==> config.mk <==
export PLATFORM = sky130hd
export DESIGN_NAME = spi_reg_slave
export DESIGN_NICKNAME = d
export VERILOG_FILES = /design/src/rtl/spi_reg_slave_pkg.sv /design/src/rtl/spi_reg_slave_shift.sv /design/src/rtl/spi_reg_slave_regs.sv /design/src/rtl/spi_reg_slave_ctrl.sv /design/src/rtl/spi_reg_slave.sv
export SDC_FILE = /design/constraint.sdc
export NUM_CORES = 1
export LEC_CHECK = 0
export ABC_AREA = 0
export ABC_CLOCK_PERIOD_IN_PS = 3260
export CORE_UTILIZATION = 59
export DETAILED_ROUTE_END_ITERATION = 10
export GPL_TIMING_DRIVEN = 0
export PLACE_DENSITY = 0.76
export SLEW_MARGIN = 20
export SYNTH_ARGS = -nofsm -noshare
export SYNTH_HDL_FRONTEND = slang
export SYNTH_SLANG_ARGS = --single-unit
==> constraint.sdc <==
create_clock -name clk_i -period 3.26 [get_ports clk_i]
set_input_delay 0.652 -clock clk_i [delete_from_list [all_inputs] [get_ports clk_i]]
set_output_delay 0.652 -clock clk_i [all_outputs]
set_load 0.1 [all_outputs]
==> src/rtl/spi_reg_slave_pkg.sv <==
package spi_reg_slave_pkg;
  localparam int FRAME_W = 16;
  localparam int WORD_W  = FRAME_W - 2;
  typedef logic [WORD_W-1:0] word_t;

  localparam word_t ADDR_NOP   = 14'h0000;
  localparam word_t ADDR_CLR   = 14'h3380;
  localparam word_t ADDR_SRST  = 14'h3C00;
  localparam word_t ADDR_CFG   = 14'h3F20;
  localparam word_t ADDR_KEY   = 14'h3F22;
  localparam word_t ADDR_AGC   = 14'h3FF8;
  localparam word_t ADDR_ANGLE = 14'h3FFF;

  localparam logic [7:0] POR_KEY = 8'h5A;
  localparam int RES_SPI_BIT  = 0;   // data bit 0 = frame bit 2
  localparam int ALM_LO_BIT   = 12;
  localparam int ALM_HI_BIT   = 13;
  localparam int CFG_GATE_BIT = 0;
  localparam int CFG_BRK_BIT  = 1;

  function automatic logic is_readable(word_t a);
    return (a == ADDR_ANGLE) || (a == ADDR_AGC) || (a == ADDR_KEY) ||
           (a == ADDR_CFG) || (a == ADDR_NOP);
  endfunction

  function automatic logic is_writable(word_t a);
    return (a == ADDR_AGC) || (a == ADDR_KEY) || (a == ADDR_CFG) || (a == ADDR_SRST);
  endfunction

  function automatic logic [FRAME_W-1:0] mk_reply(word_t d, logic e);
    return {d, e, ^{d, e}};
  endfunction
endpackage

==> src/rtl/spi_reg_slave_shift.sv <==
module spi_reg_slave_shift
  import spi_reg_slave_pkg::*;
#(
  parameter int CNT_W = $clog2(FRAME_W) + 2
) (
  input  logic               clk_i,
  input  logic               rst_ni,
  input  logic               sck_i,
  input  logic               ss_ni,
  input  logic               mosi_i,
  input  logic [FRAME_W-1:0] tx_word_i,
  output logic               miso_o,
  output logic [FRAME_W-1:0] frame_o,
  output logic               frame_ok_o,
  output logic               frame_bad_o
);
  localparam logic [CNT_W-1:0] FULL = CNT_W'(FRAME_W);

  logic sck_q, ss_q, miso_q;
  logic [CNT_W-1:0]   cnt_q;
  logic [FRAME_W-1:0] rx_q, tx_q;
  logic ss_fall, ss_rise, sck_fall, sck_rise;

  assign ss_fall  = ss_q & ~ss_ni;
  assign ss_rise  = ~ss_q & ss_ni;
  assign sck_fall = ~ss_ni & sck_q & ~sck_i;
  assign sck_rise = ~ss_ni & ~sck_q & sck_i;

  always_ff @(posedge clk_i or negedge rst_ni) begin
    if (!rst_ni) begin
      sck_q  <= 1'b0;
      ss_q   <= 1'b1;
      cnt_q  <= '0;
      rx_q   <= '0;
      tx_q   <= '0;
      miso_q <= 1'b0;
    end else begin
      sck_q <= sck_i;
      ss_q  <= ss_ni;
      if (ss_fall) begin
        cnt_q  <= '0;
        tx_q   <= tx_word_i;
        miso_q <= 1'b0;
      end else begin
        if (sck_fall) begin
          rx_q <= {rx_q[FRAME_W-2:0], mosi_i};
          if (cnt_q != '1) cnt_q <= cnt_q + 1'b1;  // saturate on runaway clocks
        end
        if (sck_rise) begin
          miso_q <= tx_q[FRAME_W-1];
          tx_q   <= {tx_q[FRAME_W-2:0], 1'b0};
        end
      end
      if (ss_rise) miso_q <= 1'b0;
    end
  end

  assign miso_o      = miso_q;
  assign frame_o     = rx_q;
  assign frame_ok_o  = ss_rise & (cnt_q == FULL);
  assign frame_bad_o = ss_rise & (cnt_q != FULL);

  // output is quiet while deselected
  a_r1_idle_miso: assert property (@(posedge clk_i) disable iff (!rst_ni)
    (ss_q && ss_ni) |-> !miso_q);

  // every reply loaded for shifting has even parity
  a_r2_tx_even: assert property (@(posedge clk_i) disable iff (!rst_ni)
    ss_fall |=> !(^tx_q));
endmodule

==> src/rtl/spi_reg_slave_regs.sv <==
module spi_reg_slave_regs
  import spi_reg_slave_pkg::*;
#(
  parameter int              ANGLE_W = 10,
  parameter int              AGC_W   = 6,
  parameter int              KEY_W   = 8,
  parameter logic [AGC_W-1:0] AGC_RST = 'h20
) (
  input  logic               clk_i,
  input  logic               rst_ni,
  input  logic               wr_en_i,
  input  word_t              wr_addr_i,
  input  word_t              wr_data_i,
  input  logic               soft_rst_i,
  input  word_t              rd_addr_i,
  output word_t              rd_data_o,
  input  logic [ANGLE_W-1:0] angle_i,
  input  logic               alarm_lo_i,
  input  logic               alarm_hi_i,
  output logic [AGC_W-1:0]   agc_o,
  output logic               por_off_o,
  output logic               int_mode_o,
  output logic               brk_offset_o
);
  logic [AGC_W-1:0] agc_q;
  logic [KEY_W-1:0] key_q;
  logic [1:0]       cfg_q;
  logic             unused_hi_data;

  assign unused_hi_data = ^wr_data_i[WORD_W-1:KEY_W];

  always_ff @(posedge clk_i or negedge rst_ni) begin
    if (!rst_ni) begin
      agc_q <= AGC_RST;
      key_q <= '0;
      cfg_q <= '0;
    end else if (soft_rst_i) begin
      agc_q <= AGC_RST;
      key_q <= '0;
      cfg_q <= '0;
    end else if (wr_en_i) begin
      unique case (wr_addr_i)
        ADDR_AGC: agc_q <= wr_data_i[AGC_W-1:0];
        ADDR_KEY: key_q <= wr_data_i[KEY_W-1:0];
        ADDR_CFG: cfg_q <= wr_data_i[1:0];
        default: ;
      endcase
    end
  end

  always_comb begin
    rd_data_o = '0;
    unique case (rd_addr_i)
      ADDR_ANGLE: begin
        rd_data_o[ANGLE_W-1:0] = angle_i;
        rd_data_o[ALM_LO_BIT]  = alarm_lo_i;
        rd_data_o[ALM_HI_BIT]  = alarm_hi_i;
      end
      ADDR_AGC: rd_data_o[AGC_W-1:0] = agc_q;
      ADDR_KEY: rd_data_o[KEY_W-1:0] = key_q;
      ADDR_CFG: rd_data_o[1:0]       = cfg_q;
      default: ;
    endcase
  end

  assign agc_o        = agc_q;
  assign por_off_o    = (key_q == KEY_W'(POR_KEY));
  assign int_mode_o   = cfg_q[CFG_GATE_BIT];
  assign brk_offset_o = cfg_q[CFG_BRK_BIT];

  // software reset restores every configuration default
  a_r8_srst_defaults: assert property (@(posedge clk_i) disable iff (!rst_ni)
    soft_rst_i |=> (agc_q == AGC_RST) && (key_q == '0) && (cfg_q == '0));

  // the disable flag only appears as the result of a write
  a_r9_key_by_write: assert property (@(posedge clk_i) disable iff (!rst_ni)
    $rose(por_off_o) |-> $past(wr_en_i));
endmodule

==> src/rtl/spi_reg_slave_ctrl.sv <==
module spi_reg_slave_ctrl
  import spi_reg_slave_pkg::*;
(
  input  logic               clk_i,
  input  logic               rst_ni,
  input  logic [FRAME_W-1:0] frame_i,
  input  logic               frame_ok_i,
  input  logic               frame_bad_i,
  output logic               wr_en_o,
  output word_t              wr_addr_o,
  output word_t              wr_data_o,
  output logic               soft_rst_o,
  output word_t              reply_addr_o,
  output logic               err_o,
  output logic               angle_read_o,
  output logic               soft_reset_o
);
  logic  pend_q, pend_d, err_q, err_set, err_clr;
  logic  ang_rd, ang_rd_q, srst_q;
  word_t pend_addr_q, pend_addr_d, reply_addr_q, reply_addr_d;
  logic  rw, par_ok;
  word_t addr, data;

  assign rw     = frame_i[FRAME_W-1];
  assign addr   = frame_i[FRAME_W-2:1];
  assign data   = frame_i[FRAME_W-1:2];
  assign par_ok = ~^frame_i;

  always_comb begin
    pend_d       = pend_q;
    pend_addr_d  = pend_addr_q;
    reply_addr_d = reply_addr_q;
    err_set      = 1'b0;
    err_clr      = 1'b0;
    wr_en_o      = 1'b0;
    soft_rst_o   = 1'b0;
    ang_rd       = 1'b0;
    if (frame_bad_i) begin
      err_set      = 1'b1;
      pend_d       = 1'b0;
      reply_addr_d = ADDR_NOP;
    end else if (frame_ok_i) begin
      reply_addr_d = ADDR_NOP;
      if (pend_q) begin
        pend_d = 1'b0;
        if (!par_ok) begin
          err_set = 1'b1;
        end else if (pend_addr_q == ADDR_SRST) begin
          soft_rst_o = 1'b1;
          err_clr    = data[RES_SPI_BIT];
        end else begin
          wr_en_o      = 1'b1;
          reply_addr_d = pend_addr_q;
        end
      end else if (!par_ok) begin
        err_set = 1'b1;
      end else if (rw) begin
        if (addr == ADDR_CLR) begin
          err_clr = 1'b1;
        end else if (is_readable(addr)) begin
          reply_addr_d = addr;
          ang_rd       = (addr == ADDR_ANGLE);
        end else begin
          err_set = 1'b1;
        end
      end else if (addr != ADDR_NOP) begin
        if (is_writable(addr)) begin
          pend_d       = 1'b1;
          pend_addr_d  = addr;
          reply_addr_d = addr;
        end else begin
          err_set = 1'b1;
        end
      end
    end
  end

  always_ff @(posedge clk_i or negedge rst_ni) begin
    if (!rst_ni) begin
      pend_q       <= 1'b0;
      pend_addr_q  <= ADDR_NOP;
      reply_addr_q <= ADDR_NOP;
      err_q        <= 1'b0;
      ang_rd_q     <= 1'b0;
      srst_q       <= 1'b0;
    end else begin
      pend_q       <= pend_d;
      pend_addr_q  <= pend_addr_d;
      reply_addr_q <= reply_addr_d;
      ang_rd_q     <= ang_rd;
      srst_q       <= soft_rst_o;
      if (err_set)      err_q <= 1'b1;
      else if (err_clr) err_q <= 1'b0;
    end
  end

  assign wr_addr_o    = pend_addr_q;
  assign wr_data_o    = data;
  assign reply_addr_o = reply_addr_q;
  assign err_o        = err_q;
  assign angle_read_o = ang_rd_q;
  assign soft_reset_o = srst_q;

  // the flag can only drop after a complete frame
  a_r6_err_sticky: assert property (@(posedge clk_i) disable iff (!rst_ni)
    (err_q && !frame_ok_i) |=> err_q);
  // a miscounted frame always leaves the flag set
  a_r6_bad_count: assert property (@(posedge clk_i) disable iff (!rst_ni)
    frame_bad_i |=> err_q);
  // odd parity on any complete frame sets the flag
  a_r2_parity_err: assert property (@(posedge clk_i) disable iff (!rst_ni)
    (frame_ok_i && ^frame_i) |=> err_q);
  // a write consumes exactly one data frame
  a_r4_one_data_frame: assert property (@(posedge clk_i) disable iff (!rst_ni)
    (frame_ok_i && pend_q) |=> !pend_q);
  // angle strobe lasts a single clock
  a_r5_strobe_width: assert property (@(posedge clk_i) disable iff (!rst_ni)
    ang_rd_q |=> !ang_rd_q);
endmodule

==> src/rtl/spi_reg_slave.sv <==
module spi_reg_slave
  import spi_reg_slave_pkg::*;
#(
  parameter int ANGLE_W = 10,
  parameter int AGC_W   = 6
) (
  input  logic               clk_i,
  input  logic               rst_ni,
  input  logic               sck_i,
  input  logic               ss_ni,
  input  logic               mosi_i,
  output logic               miso_o,
  input  logic [ANGLE_W-1:0] angle_i,
  input  logic               alarm_lo_i,
  input  logic               alarm_hi_i,
  output logic               angle_read_o,
  output logic               soft_reset_o,
  output logic [AGC_W-1:0]   agc_o,
  output logic               por_off_o,
  output logic               int_mode_o,
  output logic               brk_offset_o
);
  logic [FRAME_W-1:0] frame, tx_word;
  logic  frame_ok, frame_bad, wr_en, soft_rst, err;
  word_t wr_addr, wr_data, reply_addr, rd_data;

  assign tx_word = mk_reply(rd_data, err);

  spi_reg_slave_shift u_shift (
    .clk_i, .rst_ni, .sck_i, .ss_ni, .mosi_i,
    .tx_word_i  (tx_word),
    .miso_o,
    .frame_o    (frame),
    .frame_ok_o (frame_ok),
    .frame_bad_o(frame_bad)
  );

  spi_reg_slave_ctrl u_ctrl (
    .clk_i, .rst_ni,
    .frame_i     (frame),
    .frame_ok_i  (frame_ok),
    .frame_bad_i (frame_bad),
    .wr_en_o     (wr_en),
    .wr_addr_o   (wr_addr),
    .wr_data_o   (wr_data),
    .soft_rst_o  (soft_rst),
    .reply_addr_o(reply_addr),
    .err_o       (err),
    .angle_read_o,
    .soft_reset_o
  );

  spi_reg_slave_regs #(.ANGLE_W(ANGLE_W), .AGC_W(AGC_W)) u_regs (
    .clk_i, .rst_ni,
    .wr_en_i   (wr_en),
    .wr_addr_i (wr_addr),
    .wr_data_i (wr_data),
    .soft_rst_i(soft_rst),
    .rd_addr_i (reply_addr),
    .rd_data_o (rd_data),
    .angle_i, .alarm_lo_i, .alarm_hi_i,
    .agc_o, .por_off_o, .int_mode_o, .brk_offset_o
  );
endmodule

==> impl_results.md <==
- Cell with the most instances after synthesis: dfrtp_1
- Reg2Reg Depth: 7
- Ys Warns: 0
- Setup TNS: 0 ns
- MaxCap Viol Count: 0
- Final Hold Viols: 0
- Synth Register Bits: 89
- Post-Synthesis Cells: 445
- Worst-Skew Late Latency: 0.36 ns
- I/O Buffers: 28
- Routed len/inst: 17.2 um
- Core Area: 7410 sq um
- Syn Nets: 464
- 1st-iter DRT viols: 204
- Die X: 90.7 um
- Vias in the first global route: 3489
- Number of buffers and inverters on the critical path: 1
- Max incr delay on CP: 1.17 ns
- Longest Clk Path Bufs: 2
- Critical path class: reg2out
- R2R setup slack: 0.37 ns
- DIE AREA: 8220 sq um
- Critical Path Start: u_regs.key_q[2]$_DFFE_PN0P_
- Drt first pass iters: 5
- Cells taking the most area after synthesis: dfrtp_1, mux2i_1, mux2_2
- Gr usage total: 26.4%
- Placer Congestion: 0.954
- Setup ws final: 0.196 ns
- Crit-path max FO: 3
- Max VDD drop: 0.000881 V
- Post-synthesis average cell area: 10.4 sq um
- Util after Layout: 71.6%
- # diodes: 0
- Rel. slew slack: 34.4%
- Register area share after synthesis: 48.1%
- Tmin final: 3.06 ns
- Layout Area Growth over Synthesis: 14.5%
- Type of origin of the critical path: flop
- Layout cells sized above 1: 12.0%
- Vias: 3507
- FF/Latch Area: 2230 sq um
- HP Class: in2async
- Ys async rst share: 100%
- Largest net degree at the start of global routing: 47
- Endpoints failing setup: 0
- Critical Path, Cell by Cell: nand4b_1 > nor4b_2 > clkdlybuf4s50_1
- Crit Reg-Reg Endpoint: u_regs.key_q[1]$_DFFE_PN0P_
- Yosys cell types: 56
- Worst Path Arrival: 2.41 ns
- Slew Limit Fails: 0
- CTS tree: yes
- Chip height: 90.7 um
- Root buffer cell: clkbuf_8
- Post-CTS Setup Bufs: 0
- # DRC: 0
- Slew @ Worst Pin: 0.981 ns
- Resized cells post-CTS: 0
- CP required: 2.61 ns
- Placed Cells: 573
- Status: finished, final reports clean
- Post-DRT Antenna Nets: 0
- P_leak: 2.31 nW
- Post-synth EDFFs: 0
- Slowest CP cell: clkdlybuf4s50_1
- # H-tree levels: 3
- Drt total wl: 10.1 mm
- Starting Density: 62.6%
- Nets@finish: 504
- DP Worst Slack: -0.0228 ns
- GRT overflow: 0
- Reg2Reg Launch Point: u_ctrl.wr_addr_o[0]$_DFFE_PN0P_
- IO Count: 29
- # rows: 31
- Clk_skew: 0.00771 ns
- Cell taking the most area after synthesis: dfrtp_1
- Finished Layout Cells: 589
- RSZ-0062 raised after global routing: false
- Synth Cell Area: 4640 sq um
- HPWL after DPL: 7.40 mm
- Clock transition at path regs: 0.09 ns
- Crit end category: output port
- Critical Path Stages: 3
- Fmax: 326 MHz
- Global-route wire length before repair: 17.0 mm
- Synth top cells by count: dfrtp_1, nand2_1, nor2_1
- Top cell type's share of synthesized area: 47.0%
- CTS buffer count: 9
- Setup crit end: por_off_o
- Tcrit/Tclk final: 94.0%
- Fillers: 563
- Power Dens Cells: 588 nW/um^2
- Cts hold-fix bufs: 0
- CP delay by family, top: buffers and inverters
- # clock sinks: 89
- Area occupied by multi-input gates: 2270 sq um
- Top FF cell, synth: dfrtp_1
- Vias per inst: 5.95
- Initial antenna violation count: 0
==> per-layer routing <==
layer  up-vias  routed length, um  track usage [%]
met3        18                332             4.12
met4         0                182             10.5
met2        66               4970             42.9
met1      1729               4630             35.8
li1       1694                  -                -
met5         -                  0                0
==> metrics by stage <==
stage	total power, mW	instance area [sq um]	hold WS [ns]
after floorplan	2.06	4640	0.356
after global placement	2.23	5050	0.454
after detailed placement	2.26	5070	0.461
after CTS	3.14	5310	0.289
after global routing	3.27	5310	0.321
final	3.12	5310	0.268
==> state kept, by name (all words and copies together), names as in the netlist <==
signal / flops
u_ctrl.angle_read_o: 1
u_ctrl.err_o: 1
u_ctrl.pend_q: 1
u_ctrl.reply_addr_o: 14
u_ctrl.soft_reset_o: 1
u_ctrl.wr_addr_o: 14
u_regs.agc_o: 6
u_regs.cfg_q: 2
u_regs.key_q: 8
u_shift.cnt_q: 6
u_shift.frame_o: 16
u_shift.miso_o: 1
u_shift.sck_q: 1
u_shift.ss_q: 1
u_shift.tx_q: 16
==> kinds of logic after synthesis <==
group	share of synthesized area, %
and+or+nand+nor	19.2
DFF	48.1
AOI/OAI and AO/OA	11.6
muxes	11.2
buffers and inverters	3.13
xor gates and xnor gates	6.21
adders and majority gates	0.540
==> cell type report <==
type | count | share of cell area [%]
inverters | 10 | 0.707
clock buffers | 10 | 2.59
clock inverters | 6 | 1.84
well taps | 99 | 2.33
multi-input cells | 320 | 42.7
flip-flops and latches | 89 | 42.0
plain buffers | 26 | 2.03
repair buffers | 29 | 5.75
==> where the power goes <==
part | switching (mW) | leakage (nW) | total [mW] | internal, mW
logic | 0.570 | 0.996 | 0.951 | 0.381
registers | 0.0977 | 1.19 | 1.29 | 1.19
clock network | 0.415 | 0.119 | 0.880 | 0.465
==> cell usage in the layout, fill, tap and decap left out, types with 5 or more instances in the layout <==
cell,count
dfrtp_1,87
nor3_1,5
inv_1,10
mux2i_1,27
o211ai_1,6
and2_1,7
a211oi_1,6
xnor2_1,17
clkdlybuf4s50_1,27
nand2b_1,7
clkbuf_1,16
a22o_1,6
nand3_1,16
nor2_1,30
a21oi_1,19
nand2_1,37
clkbuf_8,10
and4_1,8
nor4_1,7
o21ai_0,19
mux2_1,5
buf_2,5
nand4_1,15
xor2_1,5
a21o_1,7
mux2_2,17
==> how the worst min path moves through the flow <==
stage | endpoint | slack, ns | cells past startpoint
finish | u_shift.tx_q[9]$_DFFE_PN0P_ | 0.27 | 1
floorplan | u_ctrl.angle_read_o$_DFF_PN0_ | 0.36 | 0
detailed placement | u_ctrl.reply_addr_o[8]$_DFFE_PN0P_ | 0.46 | 1
CTS | u_shift.tx_q[9]$_DFFE_PN0P_ | 0.29 | 1
global route | u_shift.tx_q[9]$_DFFE_PN0P_ | 0.32 | 1
global placement | u_ctrl.reply_addr_o[9]$_DFFE_PN0P_ | 0.45 | 1
No activity file was read; power rests on OpenSTA's default activity.
